## src/rtl/t1sig_pkg.sv

```systemverilog
package t1sig_pkg;
   // One channel's signaling nibble: bit 3 = A, bit 2 = B, bit 1 = C, bit 0 = D
   typedef logic [3:0] sig_nib_t;
   localparam int unsigned SLOT_BITS = 8;
endpackage

```

## src/rtl/t1sig_capture.sv

```systemverilog
module t1sig_capture
   import t1sig_pkg::*;
#(
   parameter int unsigned NUM_CH     = 24,
   parameter int unsigned CH_W       = 5,
   parameter int unsigned FRM_W      = 5,
   parameter int unsigned ESF_FRAMES = 24,
   parameter int unsigned D4_FRAMES  = 12,
   parameter int unsigned SIG_PERIOD = 6
)(
   input  logic                  clk,
   input  logic                  rst_n,
   input  logic                  esf_mode,
   input  logic                  rx_valid,
   input  logic [CH_W-1:0]       rx_chan,
   input  logic [FRM_W-1:0]      rx_frame,
   input  logic                  rx_sig_bit,
   output logic                  mf_done,
   output logic [NUM_CH*4-1:0]   cap_flat
);
   localparam int unsigned ESF_SIGS = ESF_FRAMES / SIG_PERIOD;
   localparam int unsigned D4_SIGS  = D4_FRAMES / SIG_PERIOD;
   localparam logic [FRM_W-1:0] ESF_LAST = FRM_W'(ESF_FRAMES - 1);
   localparam logic [FRM_W-1:0] D4_LAST  = FRM_W'(D4_FRAMES - 1);
   localparam logic [CH_W-1:0]  LAST_CH  = CH_W'(NUM_CH - 1);

   if (ESF_SIGS != 4) begin : g_chk_esf
      $error("ESF multiframe must hold four signaling frames");
   end
   if (D4_SIGS != 2) begin : g_chk_d4
      $error("D4 multiframe must hold two signaling frames");
   end
   if ((1 << FRM_W) < ESF_FRAMES) begin : g_chk_frm
      $error("FRM_W too narrow for the ESF frame count");
   end

   logic [FRM_W-1:0] last_frame;
   logic [FRM_W:0]   frame_p1;
   logic             is_sig_frame;
   logic             frame_ok;
   logic [1:0]       sig_idx;
   logic [1:0]       pos_hi;
   logic [1:0]       pos_lo;

   assign last_frame   = esf_mode ? ESF_LAST : D4_LAST;
   assign frame_p1     = {1'b0, rx_frame} + 1'b1;
   assign is_sig_frame = ((frame_p1 % SIG_PERIOD) == 0);
   assign frame_ok     = (rx_frame <= last_frame);
   assign sig_idx      = 2'((frame_p1 / SIG_PERIOD) - 1);
   assign pos_hi       = 2'(2'd3 - sig_idx);
   assign pos_lo       = 2'(2'd1 - sig_idx);

   for (genvar ch = 0; ch < NUM_CH; ch++) begin : g_ch
      sig_nib_t nib_q;
      logic     hit;
      assign hit = rx_valid && (rx_chan == CH_W'(ch)) && is_sig_frame && frame_ok;
      always_ff @(posedge clk) begin
         if (!rst_n) begin
            nib_q <= '0;
         end else if (hit) begin
            if (esf_mode) begin
               nib_q[pos_hi] <= rx_sig_bit;
            end else if (!sig_idx[1]) begin
               nib_q[pos_hi] <= rx_sig_bit;
               nib_q[pos_lo] <= rx_sig_bit;
            end
         end
      end
      assign cap_flat[ch*4 +: 4] = nib_q;
   end

   always_ff @(posedge clk) begin
      if (!rst_n) mf_done <= 1'b0;
      else        mf_done <= rx_valid && (rx_chan == LAST_CH) && (rx_frame == last_frame);
   end

   // a cycle without a valid beat never alters the captured nibbles
   a_r4_idle_hold: assert property (@(posedge clk) disable iff (!rst_n)
      !rx_valid |=> $stable(cap_flat));
endmodule

```

## src/rtl/t1sig_mfbuf.sv

```systemverilog
module t1sig_mfbuf #(
   parameter int unsigned NUM_CH   = 24,
   parameter int unsigned MF_DEPTH = 4
)(
   input  logic                  clk,
   input  logic                  rst_n,
   input  logic                  push,
   input  logic                  freeze,
   input  logic [NUM_CH*4-1:0]   cap_flat,
   output logic [NUM_CH*4-1:0]   tab_flat
);
   localparam int unsigned TAB_W = NUM_CH * 4;
   localparam int unsigned PTR_W = (MF_DEPTH > 1) ? $clog2(MF_DEPTH) : 1;

   if (MF_DEPTH < 2) begin : g_chk_depth
      $error("MF_DEPTH must be at least 2");
   end

   logic [TAB_W-1:0] ring_q [MF_DEPTH];
   logic [PTR_W-1:0] wr_ptr;
   logic [PTR_W-1:0] ptr_next;

   if ((1 << PTR_W) == MF_DEPTH) begin : g_pow2
      assign ptr_next = wr_ptr + 1'b1;
   end else begin : g_wrap
      assign ptr_next = (wr_ptr == PTR_W'(MF_DEPTH - 1)) ? '0 : wr_ptr + 1'b1;
   end

   always_ff @(posedge clk) begin
      if (!rst_n) begin
         for (int i = 0; i < MF_DEPTH; i++) ring_q[i] <= '0;
         wr_ptr   <= '0;
         tab_flat <= '0;
      end else if (push) begin
         ring_q[wr_ptr] <= cap_flat;
         wr_ptr         <= ptr_next;
         if (!freeze) tab_flat <= ring_q[wr_ptr];
      end
   end

   // table is only refreshed at a boundary
   a_r6_hold_between: assert property (@(posedge clk) disable iff (!rst_n)
      !push |=> $stable(tab_flat));
   // a frozen boundary keeps the previous table
   a_r7_freeze_hold: assert property (@(posedge clk) disable iff (!rst_n)
      push && freeze |=> $stable(tab_flat));
   // every boundary advances the ring, frozen or not
   a_r5_ptr_advance: assert property (@(posedge clk) disable iff (!rst_n)
      push |=> wr_ptr != $past(wr_ptr));
endmodule

```

## src/rtl/t1sig_bpser.sv

```systemverilog
module t1sig_bpser
   import t1sig_pkg::*;
#(
   parameter int unsigned NUM_CH     = 24,
   parameter int unsigned WIDE_SLOTS = 32
)(
   input  logic                  clk,
   input  logic                  rst_n,
   input  logic                  bp_wide,
   input  logic                  bp_bit_en,
   input  logic                  bp_sync,
   input  logic [NUM_CH*4-1:0]   tab_flat,
   output logic                  sig_out
);
   localparam int unsigned NARROW_LEN = 1 + NUM_CH * SLOT_BITS;
   localparam int unsigned WIDE_LEN   = WIDE_SLOTS * SLOT_BITS;
   localparam int unsigned MAX_LEN    = (WIDE_LEN > NARROW_LEN) ? WIDE_LEN : NARROW_LEN;
   localparam int unsigned CNT_W      = $clog2(MAX_LEN + 1);
   localparam int unsigned SLOT_W     = $clog2(WIDE_SLOTS);

   if (WIDE_SLOTS < NUM_CH) begin : g_chk_slots
      $error("wide frame must have a slot for every channel");
   end

   logic [CNT_W-1:0]  bit_cnt;
   logic [CNT_W-1:0]  pos;
   logic [CNT_W-1:0]  pos_next;
   logic [CNT_W-1:0]  frame_len;
   logic [CNT_W-1:0]  body_pos;
   logic              in_body;
   logic [SLOT_W-1:0] slot;
   logic [2:0]        bit_in_slot;
   sig_nib_t          nib;
   logic              bit_val;

   assign frame_len   = bp_wide ? CNT_W'(WIDE_LEN) : CNT_W'(NARROW_LEN);
   assign pos         = bp_sync ? '0 : bit_cnt;
   assign pos_next    = (pos == frame_len - 1'b1) ? '0 : pos + 1'b1;
   assign in_body     = bp_wide || (pos != '0);
   assign body_pos    = bp_wide ? pos : pos - 1'b1;
   assign slot        = SLOT_W'(body_pos >> 3);
   assign bit_in_slot = 3'(body_pos);
   assign nib         = (slot < SLOT_W'(NUM_CH)) ? sig_nib_t'(tab_flat >> {slot, 2'b00}) : '0;
   assign bit_val     = in_body && bit_in_slot[2] && nib[2'(2'd3 - bit_in_slot[1:0])];

   always_ff @(posedge clk) begin
      if (!rst_n) begin
         bit_cnt <= '0;
         sig_out <= 1'b0;
      end else if (bp_bit_en) begin
         bit_cnt <= pos_next;
         sig_out <= bit_val;
      end
   end

   // a sync strobe restarts the frame at bit 0
   a_r10_sync_restart: assert property (@(posedge clk) disable iff (!rst_n)
      bp_bit_en && bp_sync |=> bit_cnt == CNT_W'(1));
   // output only moves on a strobe
   a_r11_hold: assert property (@(posedge clk) disable iff (!rst_n)
      !bp_bit_en |=> $stable(sig_out));
   // narrow framing position outputs zero
   a_r8_fbit_zero: assert property (@(posedge clk) disable iff (!rst_n)
      bp_bit_en && !bp_wide && bp_sync |=> !sig_out);
   // wide slots beyond the last channel output zero
   a_r9_unused_zero: assert property (@(posedge clk) disable iff (!rst_n)
      bp_bit_en && bp_wide && !bp_sync && (bit_cnt >= CNT_W'(NUM_CH * SLOT_BITS)) |=> !sig_out);
endmodule

```

## src/rtl/t1sig_extract.sv

```systemverilog
module t1sig_extract #(
   parameter int unsigned NUM_CH     = 24,
   parameter int unsigned CH_W       = 5,
   parameter int unsigned FRM_W      = 5,
   parameter int unsigned MF_DEPTH   = 4,
   parameter int unsigned WIDE_SLOTS = 32
)(
   input  logic             clk,
   input  logic             rst_n,
   input  logic             esf_mode,
   input  logic             freeze,
   input  logic             rx_valid,
   input  logic [CH_W-1:0]  rx_chan,
   input  logic [FRM_W-1:0] rx_frame,
   input  logic             rx_sig_bit,
   input  logic             bp_wide,
   input  logic             bp_bit_en,
   input  logic             bp_sync,
   output logic             sig_out
);
   localparam int unsigned TAB_W = NUM_CH * 4;

   if ((1 << CH_W) < NUM_CH) begin : g_chk_ch
      $error("CH_W too narrow for NUM_CH");
   end

   logic             mf_done;
   logic [TAB_W-1:0] cap_flat;
   logic [TAB_W-1:0] tab_flat;

   t1sig_capture #(
      .NUM_CH(NUM_CH), .CH_W(CH_W), .FRM_W(FRM_W),
      .ESF_FRAMES(24), .D4_FRAMES(12), .SIG_PERIOD(6)
   ) u_capture (
      .clk(clk), .rst_n(rst_n), .esf_mode(esf_mode), .rx_valid(rx_valid),
      .rx_chan(rx_chan), .rx_frame(rx_frame), .rx_sig_bit(rx_sig_bit),
      .mf_done(mf_done), .cap_flat(cap_flat)
   );

   t1sig_mfbuf #(.NUM_CH(NUM_CH), .MF_DEPTH(MF_DEPTH)) u_mfbuf (
      .clk(clk), .rst_n(rst_n), .push(mf_done), .freeze(freeze),
      .cap_flat(cap_flat), .tab_flat(tab_flat)
   );

   t1sig_bpser #(.NUM_CH(NUM_CH), .WIDE_SLOTS(WIDE_SLOTS)) u_bpser (
      .clk(clk), .rst_n(rst_n), .bp_wide(bp_wide), .bp_bit_en(bp_bit_en),
      .bp_sync(bp_sync), .tab_flat(tab_flat), .sig_out(sig_out)
   );
endmodule

```

## config.mk

```make
export PLATFORM = sky130hd
export DESIGN_NAME = t1sig_extract
export DESIGN_NICKNAME = d
export VERILOG_FILES = /design/src/rtl/t1sig_pkg.sv /design/src/rtl/t1sig_capture.sv /design/src/rtl/t1sig_mfbuf.sv /design/src/rtl/t1sig_bpser.sv /design/src/rtl/t1sig_extract.sv
export SDC_FILE = /design/constraint.sdc
export NUM_CORES = 1
export LEC_CHECK = 0
export ABC_AREA = 1
export ABC_CLOCK_PERIOD_IN_PS = 23800
export BUFFER_PORTS_ARGS = -buffer_cell sky130_fd_sc_hd__buf_2
export CORE_MARGIN = 3
export CORE_UTILIZATION = 65
export CTS_CLUSTER_SIZE = 24
export DETAILED_ROUTE_END_ITERATION = 12
export PLACE_DENSITY_LB_ADDON = 0.15
export SLEW_MARGIN = 20
export SYNTH_ARGS = -nofsm -noshare
export SYNTH_HDL_FRONTEND = slang
export SYNTH_SLANG_ARGS = --single-unit
```

## constraint.sdc

```tcl
create_clock -name clk -period 23.8 [get_ports clk]
set_clock_uncertainty 0.15 [all_clocks]
set_input_delay 1.19 -clock clk [delete_from_list [all_inputs] [get_ports clk]]
set_output_delay 1.19 -clock clk [all_outputs]
set_load 0.005 [all_outputs]
```

==> results.yml, run 1 <==
status:
  run_status: "finished, final reports clean"
clocking:
  cts_tree: "yes"
  cts.path.max_buffers: 3
  cts_sinks: 589
  cts_setup_buffers: 0
  cts_resized: 0
  root_buffer: "clkbuf_16"
  h-tree-depth: 2
  cts.clk_slew.worst_paths_ps: 60
  cts_inserted_buffers: 58
  cts_hold_buf: 0
  clk_latency_ps: 620
sta:
  setup_tns_ps: 0
  fin_crit_sh_pct: 24.7
  min_period_ps: 5880
  fmax_mhz: 170
  worstMarginPinSlew_ps: 1170
  hold_ws_ps: 322
  finalHoldViolCount: 0
  rsz0062_at_grt: "false"
  slew_violations: 0
  slew-limit-headroom_pct: 22.1
  finalSetupViolations: 0
setup_path:
  r2r_slack_ps: 19350
  cp-start-kind: "primary input"
  cp-startpoint: "rx_frame[0]"
  r2r_cells: 19
  critPathArrivalTime_ps: 6250
  r2r_end: "u_bpser.sig_out"
  critical_path_class: "in -> reg"
  cp_max_fo: 15
  critPathCaptureType: "flop"
  required_ps: 24160
  r2r_start: "u_bpser.bit_cnt[0]"
power:
  pwr_density_cell_nw_per_um2: 75.9
  finalPower_mw: 2.17
  p_leak_nw: 9.67
  vdd.ir_drop.worst_mv: 0.0650
global_route:
  grt-ovfl-total: 0
  antenna_found_initial: 0
  grt_pass1_vias: 20700
  grt_max_degree: 133
  grt_pass1_wl_mm: 110
  grtUsageTotal_pct: 32.2
yosys:
  synth_warnings: 0
  synth_seq_cells: 589
  avgSynthCellArea_sq_um: 8.94
  ys.flop_type: "edfxtp_1"
  syn-cell-area_sq_um: 26300
  synth_edf_count: 384
  syn_nets: 2981
  ys_types: 44
  async_reset_ff_share_pct: 0
  yosysSeqAreaShare_pct: 59.3
  netlist_instances: 2947
cells_and_area:
  final_cell_mix: "752 x nor2_1, 384 x edfxtp_1, 344 x nand2_1, 242 x inv_1, 238 x nand3_1"
  area_delta_synth_final_pct: 8.53
  layout-drive-gt1-share_pct: 6.77
  nets: 2897
  layout_commonest_cell: "nor2_1"
  antenna_cells: 0
  fillers: 2976
die:
  io_pins: 20
  core_area_sq_um: 39900
  start_util_pct: 66.0
  fp.dieH_um: 207
  dieArea_sq_um: 43000
  rows: 73
  dieWidth_um: 207
flow_run:
  drv_cap: 0
placement:
  place_hpwl_mm: 36.7
  gp_congestion: 0.855
  port_buffers: 19
detailed_routing:
  vias: 21100
  drc: 0
  wirelength_mm: 70.5
  avgRoutedWirePerCell_um: 20.5
  final_antenna_net_count: 0
  dr.pass1.iters: 7
  avgViaCountPerCell: 6.14
  drt_iter0_markers: 2411
min_path:
  min_path_type: "reg -> reg"
[stage by stage]
step	worst slack [ps]	std cells	area (sq um)	util, %
after floorplan	15230	2947	26300	-
after global placement	17810	3328	26700	66.9
after detailed placement	17440	3328	26700	66.9
after CTS	18070	3437	28600	71.6
after global routing	17600	3437	28600	71.6
final	17920	3437	28600	71.6
[layer usage]
metal  track usage (%)  wire, um  vias up
li1                  -         -     9731
met3              5.88      7870      196
met2              52.2     32800     1228
met1              43.4     27500     9958
met5                 0         0        -
met4              13.1      2370        0
[synth_stat cells (all sizes together), types with 3 or more instances]
cell,n,area (sq um)
nor2,781,3090
edfxtp,384,11500
nand2,358,1360
inv,251,942
nand3,243,1260
o21ai,239,1200
dfxtp,205,4100
clkbuf,162,608
a21oi,109,546
a41oi,96,841
buf,32,134
ha,15,188
nand4,13,103
o22ai,10,62.6
o211ai,9,67.6
o221ai,7,61.3
xor2,7,61.3
clkinv,6,23.8
a32o,4,40.0
nor3,3,15.0
[worst max-delay path, stage by stage]
cell and delay (ps):
buf_2 160, ha_1 270, nand3_1 130, nand2_1 110, nand2_1 100, ha_1 230, inv_1 120, nand3_1 110
nand2_2 140, nand3_2 150, a21oi_1 210, nand2_1 100, nand2_1 120, nand3_1 170, nand4_1 200, nand4_4 190
ha_1 320, nor2_1 50, nor4b_1 710, nand3_4 630, nor2_2 500, nand3_1 170, nand2_1 130, nor2_1 50
[where the power goes]
part / internal (mW) / switching, mW / leakage [nW]
combinational: 0.0287 / 0.110 / 3.21
sequential: 1.11 / 0.00650 / 5.54
clock: 0.530 / 0.385 / 0.917
total: 1.67 / 0.502 / 9.67
[how the worst min path moves through the flow]
| stage | startpoint | end | slack, ps | cells after the start |
|---|---|---|---|---|
| 4_1_cts | u_bpser.bit_cnt[7] | u_bpser.bit_cnt[7] | 320 | 2 |
| 3_3_place_gp | u_bpser.bit_cnt[5] | u_bpser.bit_cnt[5] | 300 | 2 |
| 6_report | u_bpser.bit_cnt[8] | u_bpser.bit_cnt[8] | 320 | 2 |
| 2_1_floorplan | u_bpser.bit_cnt[0] | u_bpser.bit_cnt[0] | 300 | 2 |
| 5_1_grt | u_bpser.bit_cnt[8] | u_bpser.bit_cnt[8] | 340 | 2 |
| 3_5_place_dp | u_bpser.bit_cnt[1] | u_bpser.bit_cnt[1] | 310 | 2 |
[cell type report]
class | count | area [sq um] | area share (%)
clock buffers | 88 | 1650 | 5.75
clock inverters | 21 | 241 | 0.845
inverters | 257 | 978 | 3.42
multi-input cells | 1907 | 9080 | 31.8
flip-flops and latches | 589 | 15600 | 54.7
well taps | 525 | 657 | 2.30
repair buffers | 50 | 345 | 1.21
[cell families after synthesis]
logic type	synth area share, %
simple gates	22.3
flops	59.3
compound gates	10.8
buf+inv	6.48
fa+ha+maj	0.712
xor+xnor	0.299
mux	0.0380
Power figures use the tool's default switching activity.
==> inputs of run 2 (changes only) <==
Settings changed: ABC_CLOCK_PERIOD_IN_PS 23800 to 4850, CORE_UTILIZATION 65 to 57.
Clock period 23.8 ns to 4.85 ns, I/O delays scaled along.
==> run 2 against run 1 <==
Sequential power rose to 4.9 times the previous value; sequential share of layout area fell by 0.73 points; sequential cell count did not move; critical path depth rose by 5; largest cell class unchanged; highest routed layer is now met5.
==> results.yml, run 2 (synthesis gave the netlist of run 1 again) <==
status:
  run_status: "finished, final reports clean"
detailed_routing:
  drt_iter0_markers: 2441
  final_antenna_net_count: 0
  dr.pass1.iters: 5
  avgViaCountPerCell: 5.96
  vias: 21100
  drc: 0
  avgRoutedWirePerCell_um: 20.2
  wirelength_mm: 71.2
clocking:
  cts_sinks: 589
  h-tree-depth: 2
  cts_tree: "yes"
  clk_latency_ps: 630
  cts_setup_buffers: 0
  cts.path.max_buffers: 3
  cts_resized: 0
  cts.clk_slew.worst_paths_ps: 60
  cts_hold_buf: 5
  cts_inserted_buffers: 60
  root_buffer: "clkbuf_16"
sta:
  setup_tns_ps: 0
  fin_crit_sh_pct: 84.9
  slew_violations: 0
  worstMarginPinSlew_ps: 1090
  slew-limit-headroom_pct: 27.2
  fmax_mhz: 243
  finalSetupViolations: 0
  finalHoldViolCount: 0
  min_period_ps: 4120
  rsz0062_at_grt: "false"
setup_path:
  critPathArrivalTime_ps: 4470
  critPathCaptureType: "flop"
  path_buf_inv: 4
  cp-start-kind: "primary input"
  required_ps: 5210
  cp_max_fo: 10
  critical_path_class: "in -> reg"
  path_delay_family: "simple AND/OR/NAND/NOR gates"
  slowest_delay_ps: 440
  cpMostUsedCell: "nand2_1"
  crit_path_top_delay_cell: "nor2_2"
global_route:
  grt-ovfl-total: 0
  grt_max_degree: 193
  grtUsageTotal_pct: 28.7
  grt_pass1_wl_mm: 112
  antenna_found_initial: 2
  grt_pass1_vias: 20400
die:
  io_pins: 20
  core_area_sq_um: 45500
  dieArea_sq_um: 48800
  start_util_pct: 57.9
  fp.dieH_um: 221
  rows: 78
  dieWidth_um: 221
min_path:
  min_path_type: "in -> reg"
cells_and_area:
  layout_commonest_cell: "nor2_1"
  area_delta_synth_final_pct: 10.0
  nets: 2913
  antenna_cells: 0
  layout-drive-gt1-share_pct: 7.57
  final_cell_mix: "752 x nor2_1, 384 x edfxtp_1, 344 x nand2_1, 242 x inv_1, 238 x nand3_1"
  fillers: 3837
power:
  pwr_density_cell_nw_per_um2: 371
  p_leak_nw: 9.82
  vdd.ir_drop.worst_mv: 0.348
  finalPower_mw: 10.8
placement:
  place_hpwl_mm: 38.7
  gp_congestion: 0.869
  port_buffers: 19
flow_run:
  drv_cap: 0
## run 2: routing by layer
layer | vias up | part of all wire [%] | global-route usage [%]
met5 | - | 0.044 | 0
met4 | 4 | 2.6 | 8.87
met3 | 149 | 9.3 | 4.96
met2 | 1009 | 46 | 46.6
met1 | 10100 | 42 | 39.9
li1 | 9768 | - | -
## run 2: worst reg2reg max path: stages, from the launching register on
cell,delay [ps]
dfxtp_1,320
inv_1,50
nor2_1,200
inv_1,110
ha_1,190
inv_1,50
nor2_1,60
o211ai_1,160
xor2_2,240
clkinv_1,560
buf_4,450
o21ai_0,140
o22ai_1,170
o21ai_0,260
o221ai_1,230
nand3b_1,200
nand4_1,90
nand3_1,120
a21oi_1,70
## run 2: layout make-up
| cell class | instances | area [sq um] | share of cell area, % |
|---|---|---|---|
| inverter | 257 | 981 | 3.38 |
| clock buffer | 89 | 1760 | 6.08 |
| clock inverter | 25 | 211 | 0.730 |
| timing repair buffer | 64 | 552 | 1.90 |
| tap | 600 | 751 | 2.59 |
| multi-input combinational | 1907 | 9080 | 31.3 |
| sequential | 589 | 15600 | 54.0 |
## run 2: worst paths after layout
check                      from  depth (start not counted)  slack [ps]                  to
max                 rx_frame[0]                         29         730                flop
min                     bp_sync                          5          50  u_bpser.bit_cnt[8]
max reg2reg  u_bpser.bit_cnt[0]                         18         900     u_bpser.sig_out
min reg2reg  u_bpser.bit_cnt[7]                          2         310  u_bpser.bit_cnt[7]
## run 2: where the power goes
part,internal [mW],switching (mW)
clock,2.67,1.94
sequential,5.45,0.0321
combinational,0.158,0.515
total,8.27,2.49
## run 2: per-stage QoR
| stage | hold slack (ps) | setup slack, ps | instance area, sq um | instances | utilization (%) |
|---|---|---|---|---|---|
| floorplan | 238 | 567 | 26400 | 2947 | - |
| global placement | 301 | 370 | 27000 | 3412 | 59.3 |
| detailed placement | 309 | 153 | 27000 | 3412 | 59.3 |
| CTS | 23.4 | 800 | 29000 | 3531 | 63.7 |
| global route | 93.8 | 236 | 29000 | 3531 | 63.7 |
| finish | 47.9 | 735 | 29000 | 3531 | 63.7 |
==> inputs of run 3 (changes only) <==
Settings changed: ABC_CLOCK_PERIOD_IN_PS 4850 to 4300, CORE_UTILIZATION 57 to 63.
Clock period 4.85 ns to 4.3 ns, I/O delays scaled along.
==> run 3 against run 2 <==
Global-route usage up 3.5 points; core utilization up 6.9 points; non-clock buffer count increased by 17; sequential share of layout area down 0.060 points; sequential power grew 13%; first-iteration DRC count up 16%; clock power increased by 9.5%; clock-buffer cell count rose by 4; die area shrank 9.3%; via count grew 0.99%; sequential cell count unchanged.
==> results.yml, run 3 (synthesis gave the netlist of run 1 again) <==
power:
  vdd.ir_drop.worst_mv: 0.328
  finalPower_mw: 12.0
  pwr_density_cell_nw_per_um2: 414
  p_leak_nw: 9.85
clocking:
  root_buffer: "clkbuf_16"
  cts.path.max_buffers: 3
  cts_sinks: 589
  cts.clk_slew.worst_paths_ps: 60
  clk_latency_ps: 610
  cts_tree: "yes"
  h-tree-depth: 2
  cts_setup_buffers: 0
  cts_inserted_buffers: 58
die:
  rows: 74
  io_pins: 20
  fp.dieH_um: 210
  dieArea_sq_um: 44300
  core_area_sq_um: 41100
  dieWidth_um: 210
  start_util_pct: 64.1
placement:
  gp_congestion: 0.909
  placed_area_sq_um: 27000
  place_hpwl_mm: 39.3
  dp.cells: 3358
  port_buffers: 19
cells_and_area:
  area_delta_synth_final_pct: 10.1
  layout-drive-gt1-share_pct: 7.58
  fillers: 3136
  fin_util_pct: 70.6
  layout_commonest_cell: "nor2_1"
  final_cell_mix: "752 x nor2_1, 384 x edfxtp_1, 344 x nand2_1, 242 x inv_1, 238 x nand3_1"
  final_area_sq_um: 29000
  multi_input_area_sq_um: 9110
  nets: 2928
  register_area_sq_um: 15600
  instances_no_fill: 3476
sta:
  finalSetupViolations: 0
  fin_crit_sh_pct: 90.5
  slew_violations: 0
  finalHoldViolCount: 0
  min_period_ps: 3890
  worstMarginPinSlew_ps: 1030
  hold_ws_ps: 40.6
  fmax_mhz: 257
  rsz0062_at_grt: "true"
  slew-limit-headroom_pct: 31.5
global_route:
  grt_pass1_wl_mm: 112
  grt_pass1_vias: 20600
  grt_max_degree: 116
  grtUsageTotal_pct: 32.2
  antenna_found_initial: 2
  grt-ovfl-total: 0
detailed_routing:
  dr.pass1.iters: 6
  avgRoutedWirePerCell_um: 20.5
  wirelength_mm: 71.3
  drc: 0
  vias: 21300
  drt_iter0_markers: 2821
  final_antenna_net_count: 0
  avgViaCountPerCell: 6.12
setup_path:
  slowest_delay_ps: 390
  critical_path_class: "in -> reg"
  cpMostUsedCell: "nand2_1"
  cp-start-kind: "primary input"
  crit_path_top_delay_cell: "nor2_2"
  cp_max_fo: 8
  critPathCaptureType: "flop"
  required_ps: 4650
  critPathArrivalTime_ps: 4240
flow_run:
  drv_cap: 0
status:
  run_status: "finished, final reports clean"
min_path:
  min_path_type: "in -> reg"
## run 3: cell types whose count changed in the layout (fill, tap and decap cells not counted), moves of 4 or more
| cell | previous run | this run |
|---|---|---|
| nor2_4 | 10 | 15 |
| buf_4 | 32 | 42 |
| clkinv_2 | 14 | 7 |
| nor2_2 | 15 | 10 |
| clkbuf_1 | 15 | 25 |
| buf_12 | 8 | 12 |
| clkbuf_8 | 13 | 9 |
## run 3: final cells by class
cell class / count / share of cell area [%]
antenna: 1 / 0.00863
clock buffer: 93 / 5.84
clock inverter: 16 / 0.643
inverter: 257 / 3.37
multi-input combinational: 1907 / 31.4
sequential: 589 / 53.9
tap: 532 / 2.29
timing repair buffer: 81 / 2.54
## run 3: worst max-delay path, delay by kind of cell
kind / cells / cell delay, ps
fa+ha+maj: 3 / 740
buf+inv: 4 / 390
simple gates: 22 / 2910
## run 3: per-stage QoR
step,TNS [ps],setup WS [ps]
after floorplan,0,16.5
after global placement,0,99.7
after detailed placement,-3940,-146
after CTS,0,478
after global routing,-209,-42.4
final,0,407
## run 3: layer usage
layer | GRT usage, % | vias to the layer above | routed length (um) | part of all wire [%]
met3 | 5.25 | 161 | 7420 | 10
met4 | 11.7 | 2 | 2070 | 2.9
met5 | 0 | - | 15 | 0.021
li1 | - | 9780 | - | -
met1 | 44.9 | 10200 | 28700 | 40
met2 | 51.8 | 1147 | 33100 | 46
## run 3: report_power, final
group	internal [mW]	switching, mW	leakage (nW)
Combinational	0.197	0.592	3.41
Sequential	6.14	0.0371	5.54
Clock	2.92	2.13	0.905
## run 3: timing repair
item / CTS / global route
setup endpoints to repair: 0 / 18
endpoints found under the hold margin: 67 / 0
hold buffers: 8 / 0
gates resized for setup: 0 / 5
## run 3: worst paths after layout
check                startpoint                    to  slack [ps]  depth (start not counted)
max                 rx_frame[1]                  flop         410                         29
max reg2reg  u_bpser.bit_cnt[0]       u_bpser.sig_out         470                         20
min                      freeze  u_mfbuf.tab_flat[11]          40                          3
min reg2reg  u_bpser.bit_cnt[6]    u_bpser.bit_cnt[6]         320                          2
